### src/rtl/lpc_pkg.sv
// Shared definitions for the low-power clock controller.
// Assumes: one reference clock; every state is encoded in three bits.
package lpc_pkg;

    // Controller operating states
    typedef enum logic [2:0] {
        ST_RUN     = 3'd0,
        ST_IDLE    = 3'd1,
        ST_SLOW    = 3'd2,
        ST_PDOWN   = 3'd3,
        ST_RECOVER = 3'd4
    } lpc_state_e;

endpackage

### src/rtl/lpc_slot_div.sv
// Slot divider for slowed idle. On load it stores the divide code and
// starts counting down from n-1, where n = 2**(BASE_LOG2+code). While
// running it raises slot for one cycle at each terminal count and reloads.
// Assumes: load and run are never high together.
module lpc_slot_div #(
    parameter int BASE_LOG2 = 4,
    parameter int CODE_W    = 2
) (
    input  logic              clk,
    input  logic              rst_n,
    input  logic              load,
    input  logic [CODE_W-1:0] code,
    input  logic              run,
    output logic              slot
);
    localparam int DIV_W = BASE_LOG2 + (1 << CODE_W) - 1;

    logic [DIV_W-1:0]  cnt_q;
    logic [CODE_W-1:0] code_q;

    // Terminal count n-1 for a divide code
    function automatic logic [DIV_W-1:0] last_of(input logic [CODE_W-1:0] c);
        logic [DIV_W:0] span;
        span = (DIV_W+1)'(1) << (BASE_LOG2 + int'(c));
        return DIV_W'(span - (DIV_W+1)'(1));
    endfunction

    assign slot = run && (cnt_q == '0);

    // Count down, reloading at each slot
    always_ff @(posedge clk) begin
        if (!rst_n) begin
            cnt_q  <= '0;
            code_q <= '0;
        end else if (load) begin
            cnt_q  <= last_of(code);
            code_q <= code;
        end else if (run) begin
            cnt_q  <= (cnt_q == '0) ? last_of(code_q) : cnt_q - 1'b1;
        end
    end
endmodule

### src/rtl/lpc_recover_cnt.sv
// Fixed-length recovery timer. When start is high, it loads REC_CYCLES-1.
// While run is high, it counts down, and done is high in the final
// (REC_CYCLES-th) running cycle.
// Assumes: REC_CYCLES >= 1; start is never high while run is high.
module lpc_recover_cnt #(
    parameter int REC_CYCLES = 200
) (
    input  logic clk,
    input  logic rst_n,
    input  logic start,
    input  logic run,
    output logic done
);
    localparam int          RW   = $clog2(REC_CYCLES + 1);
    localparam logic [RW-1:0] LAST = RW'(REC_CYCLES - 1);

    logic [RW-1:0] cnt_q;

    assign done = run && (cnt_q == '0);

    // Load on start, then count down to zero
    always_ff @(posedge clk) begin
        if (!rst_n)                     cnt_q <= '0;
        else if (start)                 cnt_q <= LAST;
        else if (run && cnt_q != '0)    cnt_q <= cnt_q - 1'b1;
    end
endmodule

### src/rtl/lpc_ctrl.sv
// Idle and power-down clock controller (top).
// Sequences the states running, plain idle, slowed idle, power-down and
// recovery. From the state it drives the core enable, the shared
// peripheral tick and the cycle-steal grant. It also gives the resume
// pulse and the context status.
// Assumes: irq_pending already has masking applied; all inputs are
// synchronous to clk.
module lpc_ctrl #(
    parameter int BASE_LOG2  = 4,
    parameter int REC_CYCLES = 200
) (
    input  logic       clk,
    input  logic       rst_n,
    input  logic       idle_req,
    input  logic       idle_slow,
    input  logic [1:0] idle_div,
    input  logic       pd_force,
    input  logic       pd_keep_ctx,
    input  logic       irq_pending,
    input  logic       dma_req,
    output logic       core_en,
    output logic       periph_tick,
    output logic       dma_grant,
    output logic       resume_pulse,
    output logic       ctx_kept
);
    import lpc_pkg::*;

    localparam int CODE_W = 2;

    lpc_state_e state_q, state_d;
    logic       accept_pd, accept_idle, div_load, slot;
    logic       rec_start, rec_done, exit_now;
    logic       ctx_sel_q, resume_q, ctx_kept_q;

    assign accept_pd   = (state_q == ST_RUN) && pd_force;
    assign accept_idle = (state_q == ST_RUN) && idle_req && !pd_force;
    assign div_load    = accept_idle && idle_slow;
    assign rec_start   = (state_q == ST_PDOWN) && irq_pending;

    lpc_slot_div #(.BASE_LOG2(BASE_LOG2), .CODE_W(CODE_W)) i_div (
        .clk   (clk),
        .rst_n (rst_n),
        .load  (div_load),
        .code  (idle_div),
        .run   (state_q == ST_SLOW),
        .slot  (slot)
    );

    lpc_recover_cnt #(.REC_CYCLES(REC_CYCLES)) i_rec (
        .clk   (clk),
        .rst_n (rst_n),
        .start (rec_start),
        .run   (state_q == ST_RECOVER),
        .done  (rec_done)
    );

    // Any exit that returns to running at the next edge
    assign exit_now = ((state_q == ST_IDLE) && irq_pending)
                   || ((state_q == ST_SLOW) && slot && irq_pending)
                   || rec_done;

    // Next-state selection
    always_comb begin
        state_d = state_q;
        unique case (state_q)
            ST_RUN: begin
                if (accept_pd)        state_d = ST_PDOWN;
                else if (accept_idle) state_d = idle_slow ? ST_SLOW : ST_IDLE;
            end
            ST_IDLE:    if (irq_pending)          state_d = ST_RUN;
            ST_SLOW:    if (slot && irq_pending)  state_d = ST_RUN;
            ST_PDOWN:   if (irq_pending)          state_d = ST_RECOVER;
            ST_RECOVER: if (rec_done)             state_d = ST_RUN;
            default:                              state_d = ST_RUN;
        endcase
    end

    // State register
    always_ff @(posedge clk) begin
        if (!rst_n) state_q <= ST_RUN;
        else        state_q <= state_d;
    end

    // Resume pulse, context capture and context report
    always_ff @(posedge clk) begin
        if (!rst_n) begin
            resume_q   <= 1'b0;
            ctx_sel_q  <= 1'b0;
            ctx_kept_q <= 1'b0;
        end else begin
            resume_q <= exit_now;
            if (accept_pd) ctx_sel_q  <= pd_keep_ctx;
            if (rec_done)  ctx_kept_q <= ctx_sel_q;
        end
    end

    // Output strobes from the current state
    always_comb begin
        core_en     = (state_q == ST_RUN) || ((state_q == ST_SLOW) && slot);
        periph_tick = (state_q == ST_RUN) || (state_q == ST_IDLE)
                   || ((state_q == ST_SLOW) && slot);
        dma_grant   = dma_req && ((state_q == ST_RUN) || (state_q == ST_IDLE)
                                  || (state_q == ST_SLOW));
    end

    assign resume_pulse = resume_q;
    assign ctx_kept     = ctx_kept_q;
endmodule

### config.mk
export PLATFORM = sky130hd
export DESIGN_NAME = lpc_ctrl
export DESIGN_NICKNAME = d
export VERILOG_FILES = /design/src/rtl/lpc_pkg.sv /design/src/rtl/lpc_slot_div.sv /design/src/rtl/lpc_recover_cnt.sv /design/src/rtl/lpc_ctrl.sv
export SDC_FILE = /design/constraint.sdc
export NUM_CORES = 1
export LEC_CHECK = 0
export BUFFER_PORTS_ARGS = -buffer_cell sky130_fd_sc_hd__buf_4
export CORE_UTILIZATION = 50
export CTS_BUF_LIST = sky130_fd_sc_hd__clkbuf_8
export DETAILED_ROUTE_END_ITERATION = 8
export GPL_TIMING_DRIVEN = 1
export HOLD_SLACK_MARGIN = 0.03
export PLACE_DENSITY = 0.7
export SYNTH_ARGS = -nofsm -noshare
export SYNTH_HDL_FRONTEND = slang
export SYNTH_SLANG_ARGS = --single-unit
export TNS_END_PERCENT = 10
### constraint.sdc
create_clock -name clk -period 3.95 [get_ports clk]
set_input_delay 0.1975 -clock clk [delete_from_list [all_inputs] [get_ports clk]]
set_output_delay 0.1975 -clock clk [all_outputs]
set_load 0.02 [all_outputs]
==> insert_results.sql, run 1 <==
INSERT INTO impl_metrics (metric_group, metric, value, unit) VALUES
('run_status', 'status', 'finished clean', ''),
('layout', 'layout.filler_cells', '246', ''),
('pwr', 'leakage', '0.601', 'nW'),
('pwr', 'power_switching', '0.264', 'mW'),
('timing', 'relSlewSlack', '53.6', '%'),
('global_route', 'first_global_vias', '1190', ''),
('cts', 'post_cts_hold_buffer_count', '0', ''),
('synthesis', 'syn-num-nets', '184', ''),
('synthesis', 'synthArstFlopShare', '0', '%'),
('synthesis', 'synth.yosys.warnings', '0', ''),
('detailed_routing', 'route.final.wire_length', '3.02', 'mm'),
('synthesis', 'ys.flop_type', 'dfxtp_1', ''),
('global_route', 'antenna_violations_before_repair', '0', ''),
('pwr', 'power.share.combinational', '38.7', '%'),
('worst_setup_path', 'critical_path.max_stage_delay', '440', 'ps'),
('floorplan', 'initial_utilization', '54.2', '%'),
('detailed_routing', 'detailroute.via_count', '1305', ''),
('floorplan', 'top_level_ports', '15', ''),
('timing', 'setup-tns-final', '0', 'ps'),
('floorplan', 'core', '2540', 'µm²'),
('placement', 'gpl.final_weighted_congestion', '0.750', ''),
('detailed_routing', 'drt.antenna.violating_nets', '0', ''),
('timing', 'final_worst_clock_skew', '6.68', 'ps'),
('detailed_routing', 'detail_route.iter0.violations', '24', ''),
('synthesis', 'synth_area_per_cell', '8.02', 'µm²'),
('timing', 'fin_crit', '2500', 'ps'),
('pwr', 'p_clk_share', '19.9', '%'),
('cts', 'clock_path_buffers', '2', ''),
('pwr', 'power.switching_fraction', '36.8', '%'),
('placement', 'port_bufs', '14', ''),
('detailed_routing', 'drt_drc_violations_left', '0', ''),
('floorplan', 'num_rows', '18', ''),
('synthesis', 'postSynthCellCount', '172', ''),
('layout', 'drive_above_1_share', '13.6', '%'),
('timing', 'timing.final.max_slew_violations', '0', ''),
('cts', 'cts_sinks', '23', ''),
('synthesis', 'netlist_area', '1380', 'µm²'),
('timing', 'setup_viol', '0', ''),
('global_route', 'pin_count_of_the_biggest_net_entering_global_routing', '24', ''),
('floorplan', 'die_area', '2970', 'µm²'),
('detailed_routing', 'post_drt_via_cell_ratio', '6.10', ''),
('timing', 'min_period_over_period', '63.2', '%'),
('cts', 'tritoncts', 'built', ''),
('detailed_routing', 'avgRoutedWirePerCell', '14.1', 'µm'),
('worst_setup_path', 'path_common_cell', 'nand2_1', ''),
('floorplan', 'die_w', '54.5', 'µm'),
('cts', 'cts-buffers-inserted', '3', ''),
('synthesis', 'synth-edff-count', '0', ''),
('timing', 'hold_viol', '0', ''),
('synthesis', 'synth.lib_cells_used.distinct', '43', ''),
('pwr', 'power.internal', '0.452', 'mW'),
('global_route', 'grt_overflow_total', '0', ''),
('synthesis', 'top_post_synthesis_cells_by_area', 'dfxtp_1, a21boi_0, nand2_1, nor2_1, xor2_1', ''),
('pwr', 'power.ir.vdd_worst', '0.314', 'mV'),
('detailed_routing', 'drt_first_pass_iters', '4', ''),
('timing', 'timing_worst_slew_pin_value', '690', 'ps'),
('synthesis', 'synthSimpleGateAreaFrac', '33.3', '%'),
('layout', 'final_net_count', '197', ''),
('layout', 'synthToLayoutAreaGrowth', '11.1', '%'),
('cts', 'cts_resized', '0', ''),
('synthesis', 'synth.yosys.seq_area_share', '33.4', '%'),
('worst_setup_path', 'required', '4140', 'ps'),
('worst_hold_path', 'worst_min_delay_path_class', 'in -> reg', ''),
('worst_setup_path', 'crit_path_top_delay_cell', 'nor3_1', ''),
('timing', 'max_freq', '0.401', 'GHz'),
('pwr', 'share_of_total_power_in_sequential_cells', '41.5', '%'),
('synthesis', 'synth_compound_gate_area_share', '21.7', '%'),
('synthesis', 'yosys.area.top_type', 'dfxtp_1', ''),
('synthesis', 'synth.ff_latch_count', '23', ''),
('worst_setup_path', 'critical_path.startpoint_type', 'flop', ''),
('cts', 'cell_chosen_for_the_clock_root', 'clkbuf_8', '');
-- cells in the mapped netlist (3+ instances only) --
library cell	n
a21boi_0	12
nand2_1	22
or3_1	3
dfxtp_1	23
o21ai_0	5
clkbuf_1	4
nor4_1	3
nor2b_1	5
nand2b_1	4
a21oi_1	9
nor3_1	9
inv_1	3
nand3_1	8
nor2_1	17
xor2_1	7
-- flip-flops by register name (all words and copies together), names as in the netlist --
| name | count |
|---|---|
| i_div.code_q | 2 |
| state_q | 3 |
| i_div.cnt_q | 7 |
| ctx_kept | 1 |
| ctx_sel_q | 1 |
| i_rec.cnt_q | 8 |
| resume_pulse | 1 |
-- routing by layer --
metal / vias up / routed length (µm) / track usage (%) / share of wire (%)
met2: 28 / 1620 / 44.3 / 54
li1: 649 / - / - / -
met5: - / 0 / 0 / 0
met1: 624 / 1290 / 24.9 / 43
met4: 0 / 18 / 9.40 / 0.60
met3: 4 / 87 / 4.17 / 2.9
-- critical path, delay by kind of cell (launching register included) --
family,cells,cell delay [ps]
AOI/OAI and AO/OA,2,500
DFF,1,430
adders and majority gates,1,220
and+or+nand+nor,5,1270
-- layout by cell type (no fill, tap or decap), drive strengths merged, types with 5 or more instances in the layout --
master,synthesis,routed
o21ai,5,5
a21oi,9,9
nand2,22,22
buf,1,14
a21boi,12,12
nor3,10,10
nand3,8,8
dfxtp,23,23
nor2,17,17
xor2,7,7
nor2b,5,5
-- path summary, 6_finish.rpt --
check	startpoint	slack, ps	end	depth (start not counted)
max reg2reg	state_q[2]$_SDFFE_PN0P_	1450	i_div.cnt_q[6]$_SDFFE_PN0P_	8
max	state_q[2]$_SDFFE_PN0P_	1450	i_div.cnt_q[6]$_SDFFE_PN0P_	8
min reg2reg	ctx_kept$_SDFFE_PN0P_	460	ctx_kept$_SDFFE_PN0P_	2
min	idle_div[1]	200	i_div.code_q[1]$_SDFFE_PN0N_	3
-- final cells by class --
cell class	instances	area [µm²]	share of cell area, %
Clock buffer	3	41.3	2.69
Clock inverter	1	3.75	0.245
Sequential cell	23	460	30.0
Tap cell	30	37.5	2.45
Timing Repair Buffer	14	105	6.86
Inverter	3	11.3	0.735
Multi-Input combinational cell	140	873	57.0
-- stage by stage --
step | setup WS, ps | cells | cell area (µm²) | hold WS (ps) | utilization (%)
2_1_floorplan | 1780 | 172 | 1380 | 328 | -
3_3_place_gp | 1730 | 210 | 1490 | 456 | 58.5
3_5_place_dp | 1500 | 210 | 1490 | 457 | 58.5
4_1_cts | 1470 | 214 | 1530 | 203 | 60.2
5_1_grt | 1180 | 214 | 1530 | 235 | 60.2
6_report | 1450 | 214 | 1530 | 205 | 60.2
-- cell families after synthesis --
group	Yosys count
fa+ha+maj	2
xor+xnor	8
flops	23
buf+inv	9
mux	2
compound gates	40
simple gates	88
-- power by group through the flow --
stage                     clock network [mW]  registers [mW]  logic, mW
after global routing                   0.153           0.301      0.307
after CTS                              0.147           0.295      0.277
final                                  0.142           0.296      0.277
after detailed placement                   0           0.300      0.274
after floorplan                            0           0.286      0.221
after global placement                     0           0.298      0.266
(Power assumes the default switching activity.)
==> run 2: changes to the inputs <==
- clock period: 3.95 -> 2.6 ns (I/O delays scaled with it)
==> insert_results.sql, run 2 (synthesis results as in run 1) <==
INSERT INTO impl_metrics (metric_group, metric, value, unit) VALUES
('cts', 'cts-buffers-inserted', '3', ''),
('layout', 'finalNonFillerCells', '217', ''),
('layout', 'synthToLayoutAreaGrowth', '12.8', '%'),
('worst_setup_path', 'critical_path_fanouts_max', '13', ''),
('pwr', 'p_clk_share', '20.3', '%'),
('cts', 'cts_resized', '0', ''),
('layout', 'drive_above_1_share', '15.5', '%'),
('detailed_routing', 'drt_first_pass_iters', '4', ''),
('worst_hold_path', 'worst_min_delay_path_class', 'in -> reg', ''),
('cts', 'cell_chosen_for_the_clock_root', 'clkbuf_8', ''),
('global_route', 'antenna_violations_before_repair', '0', ''),
('placement', 'port_bufs', '14', ''),
('worst_setup_path', 'critPathArrivalTime', '2410', 'ps'),
('worst_setup_path', 'path_delay_family', 'simple AND/OR/NAND/NOR gates', ''),
('detailed_routing', 'drt_drc_violations_left', '0', ''),
('worst_setup_path', 'crit_path_top_delay_cell', 'nor3_1', ''),
('worst_setup_path', 'path_common_cell', 'nand2_1', ''),
('detailed_routing', 'route.final.wire_length', '3.00', 'mm'),
('timing', 'min_period_over_period', '85.0', '%'),
('timing', 'final_worst_clock_skew', '4.02', 'ps'),
('cts', 'clkTransAtPathRegs', '80', 'ps'),
('timing', 'hold_viol', '0', ''),
('worst_setup_path', 'criticalPathCategory', 'reg -> reg', ''),
('global_route', 'groute.usage.overall', '23.6', '%'),
('run_status', 'status', 'finished clean', ''),
('pwr', 'finalPower', '1.10', 'mW'),
('pwr', 'power_per_cell_area', '705', 'nW/µm²'),
('cts', 'htree_num_levels', '1', ''),
('placement', 'detailed_place_hpwl', '2.29', 'mm'),
('cts', 'clk-insertion-delay-late', '260', 'ps'),
('timing', 'relSlewSlack', '69.8', '%'),
('cts', 'post_cts_hold_buffer_count', '0', ''),
('worst_setup_path', 'critical_path.startpoint_type', 'flop', ''),
('worst_setup_path', 'critical_path.max_stage_delay', '440', 'ps'),
('layout', 'largest_registers', 'i_rec.cnt_q x8, i_div.cnt_q x7, state_q x3', ''),
('pwr', 'share_of_total_power_in_sequential_cells', '40.9', '%'),
('layout', 'number_of_flip_flops_in_the_largest_register', '8', ''),
('timing', 'setup-tns-final', '0', 'ps'),
('layout', 'largest_register', 'i_rec.cnt_q', ''),
('floorplan', 'die_w', '54.5', 'µm'),
('pwr', 'power.ir.vdd_worst', '0.415', 'mV'),
('global_route', 'pin_count_of_the_biggest_net_entering_global_routing', '24', ''),
('global_route', 'first_global_vias', '1230', ''),
('detailed_routing', 'drt.antenna.violating_nets', '0', ''),
('layout', 'insertedDiodeCount', '0', ''),
('flow_run', 'timing.max_cap.violations', '0', ''),
('pwr', 'leakage', '0.614', 'nW'),
('floorplan', 'die_area', '2970', 'µm²'),
('layout', 'most-common-layout-cells', 'dfxtp_1, nand2_1, nor2_1, buf_4, a21boi_0', ''),
('layout', 'layout.filler_cells', '231', ''),
('cts', 'clock_path_buffers', '2', ''),
('floorplan', 'initial_utilization', '54.2', '%'),
('cts', 'post_cts.repair.setup_buffers', '0', ''),
('floorplan', 'core', '2540', 'µm²'),
('pwr', 'power.internal', '0.699', 'mW'),
('layout', 'layout_commonest_cell', 'dfxtp_1', ''),
('pwr', 'power.switching_fraction', '36.4', '%'),
('pwr', 'power_switching', '0.399', 'mW'),
('timing', 'setup_viol', '0', ''),
('timing', 'max_freq', '0.453', 'GHz'),
('worst_setup_path', 'crit_end_category', 'flop', ''),
('worst_setup_path', 'path_buf_inv', '0', ''),
('cts', 'cts_sinks', '23', ''),
('floorplan', 'num_rows', '18', ''),
('placement', 'dp.cells', '213', ''),
('detailed_routing', 'detailroute.via_count', '1275', ''),
('timing', 'rsz0062_at_grt', 'no', ''),
('pwr', 'power.share.combinational', '38.8', '%'),
('worst_setup_path', 'critical_path_cell_sequence', 'nor3_1 > nand2_1 > nand2_1 > ha_1 > nor2b_1 > nand4_1 > a2111o_1 > o211ai_2', ''),
('global_route', 'grt_pass1_wl', '5.01', 'mm'),
('timing', 'fin_crit', '2210', 'ps'),
('placement', 'gpl.final_weighted_congestion', '0.821', ''),
('floorplan', 'top_level_ports', '15', ''),
('cts', 'tritoncts', 'built', ''),
('detailed_routing', 'post_drt_via_cell_ratio', '5.88', ''),
('floorplan', 'die-height', '54.5', 'µm'),
('detailed_routing', 'avgRoutedWirePerCell', '13.8', 'µm'),
('layout', 'final_net_count', '200', ''),
('timing', 'timing_worst_slew_pin_value', '449', 'ps'),
('detailed_routing', 'detail_route.iter0.violations', '18', ''),
('worst_setup_path', 'required', '2800', 'ps'),
('global_route', 'grt_overflow_total', '0', ''),
('timing', 'timing.final.max_slew_violations', '0', '');
## run 2: cell count changes in the layout (fill, tap and decap cells not counted), sizes merged
cell and delta:
buf +3, clkinv +1, inv -1
## run 2: worst paths after layout
| check | from | end | slack (ps) | depth (start not counted) |
|---|---|---|---|---|
| setup / recovery | state_q[2]$_SDFFE_PN0P_ | i_div.cnt_q[6]$_SDFFE_PN0P_ | 390 | 8 |
| hold / removal | idle_div[0] | i_div.code_q[0]$_SDFFE_PN0N_ | 150 | 3 |
| setup reg to reg | state_q[2]$_SDFFE_PN0P_ | i_div.cnt_q[6]$_SDFFE_PN0P_ | 390 | 8 |
| hold reg to reg | ctx_sel_q$_SDFFE_PN0P_ | ctx_sel_q$_SDFFE_PN0P_ | 480 | 2 |
## run 2: routing by layer
| metal | GRT usage (%) | vias up | share of wire, % |
|---|---|---|---|
| met5 | 0 | - | 0 |
| met4 | 6.84 | 0 | 0.33 |
| met3 | 4.44 | 2 | 2.3 |
| met2 | 48.4 | 17 | 54 |
| met1 | 23.2 | 609 | 43 |
| li1 | - | 647 | - |
## run 2: per-stage QoR
| step | cell area [µm²] | worst slack (ps) | util, % | hold slack, ps |
|---|---|---|---|---|
| after floorplan | 1380 | 429 | - | 260 |
| after global placement | 1510 | 556 | 59.3 | 412 |
| after detailed placement | 1510 | 469 | 59.3 | 428 |
| after CTS | 1560 | 432 | 61.2 | 144 |
| after global routing | 1560 | 204 | 61.2 | 145 |
| final | 1560 | 391 | 61.2 | 145 |
## run 2: layout make-up
cell class                      count  area, µm²  area share (%)
Tap cell                           30       37.5            2.41
Sequential cell                    23        460            29.6
Multi-Input combinational cell    140        873            56.1
Clock buffer                        3       41.3            2.65
Clock inverter                      1       5.00           0.322
Inverter                            3       11.3           0.723
Timing Repair Buffer               17        128            8.20
## run 2: tightest hold or removal path: stages
cell	delay, ps
buf_4	120
nand2_1	50
a21boi_0	70
## run 2: power groups by stage
stage / logic, mW / clock network (mW) / registers (mW)
floorplan: 0.335 / 0 / 0.434
global placement: 0.416 / 0 / 0.453
detailed placement: 0.424 / 0 / 0.457
CTS: 0.425 / 0.231 / 0.448
global route: 0.474 / 0.242 / 0.456
finish: 0.426 / 0.223 / 0.449
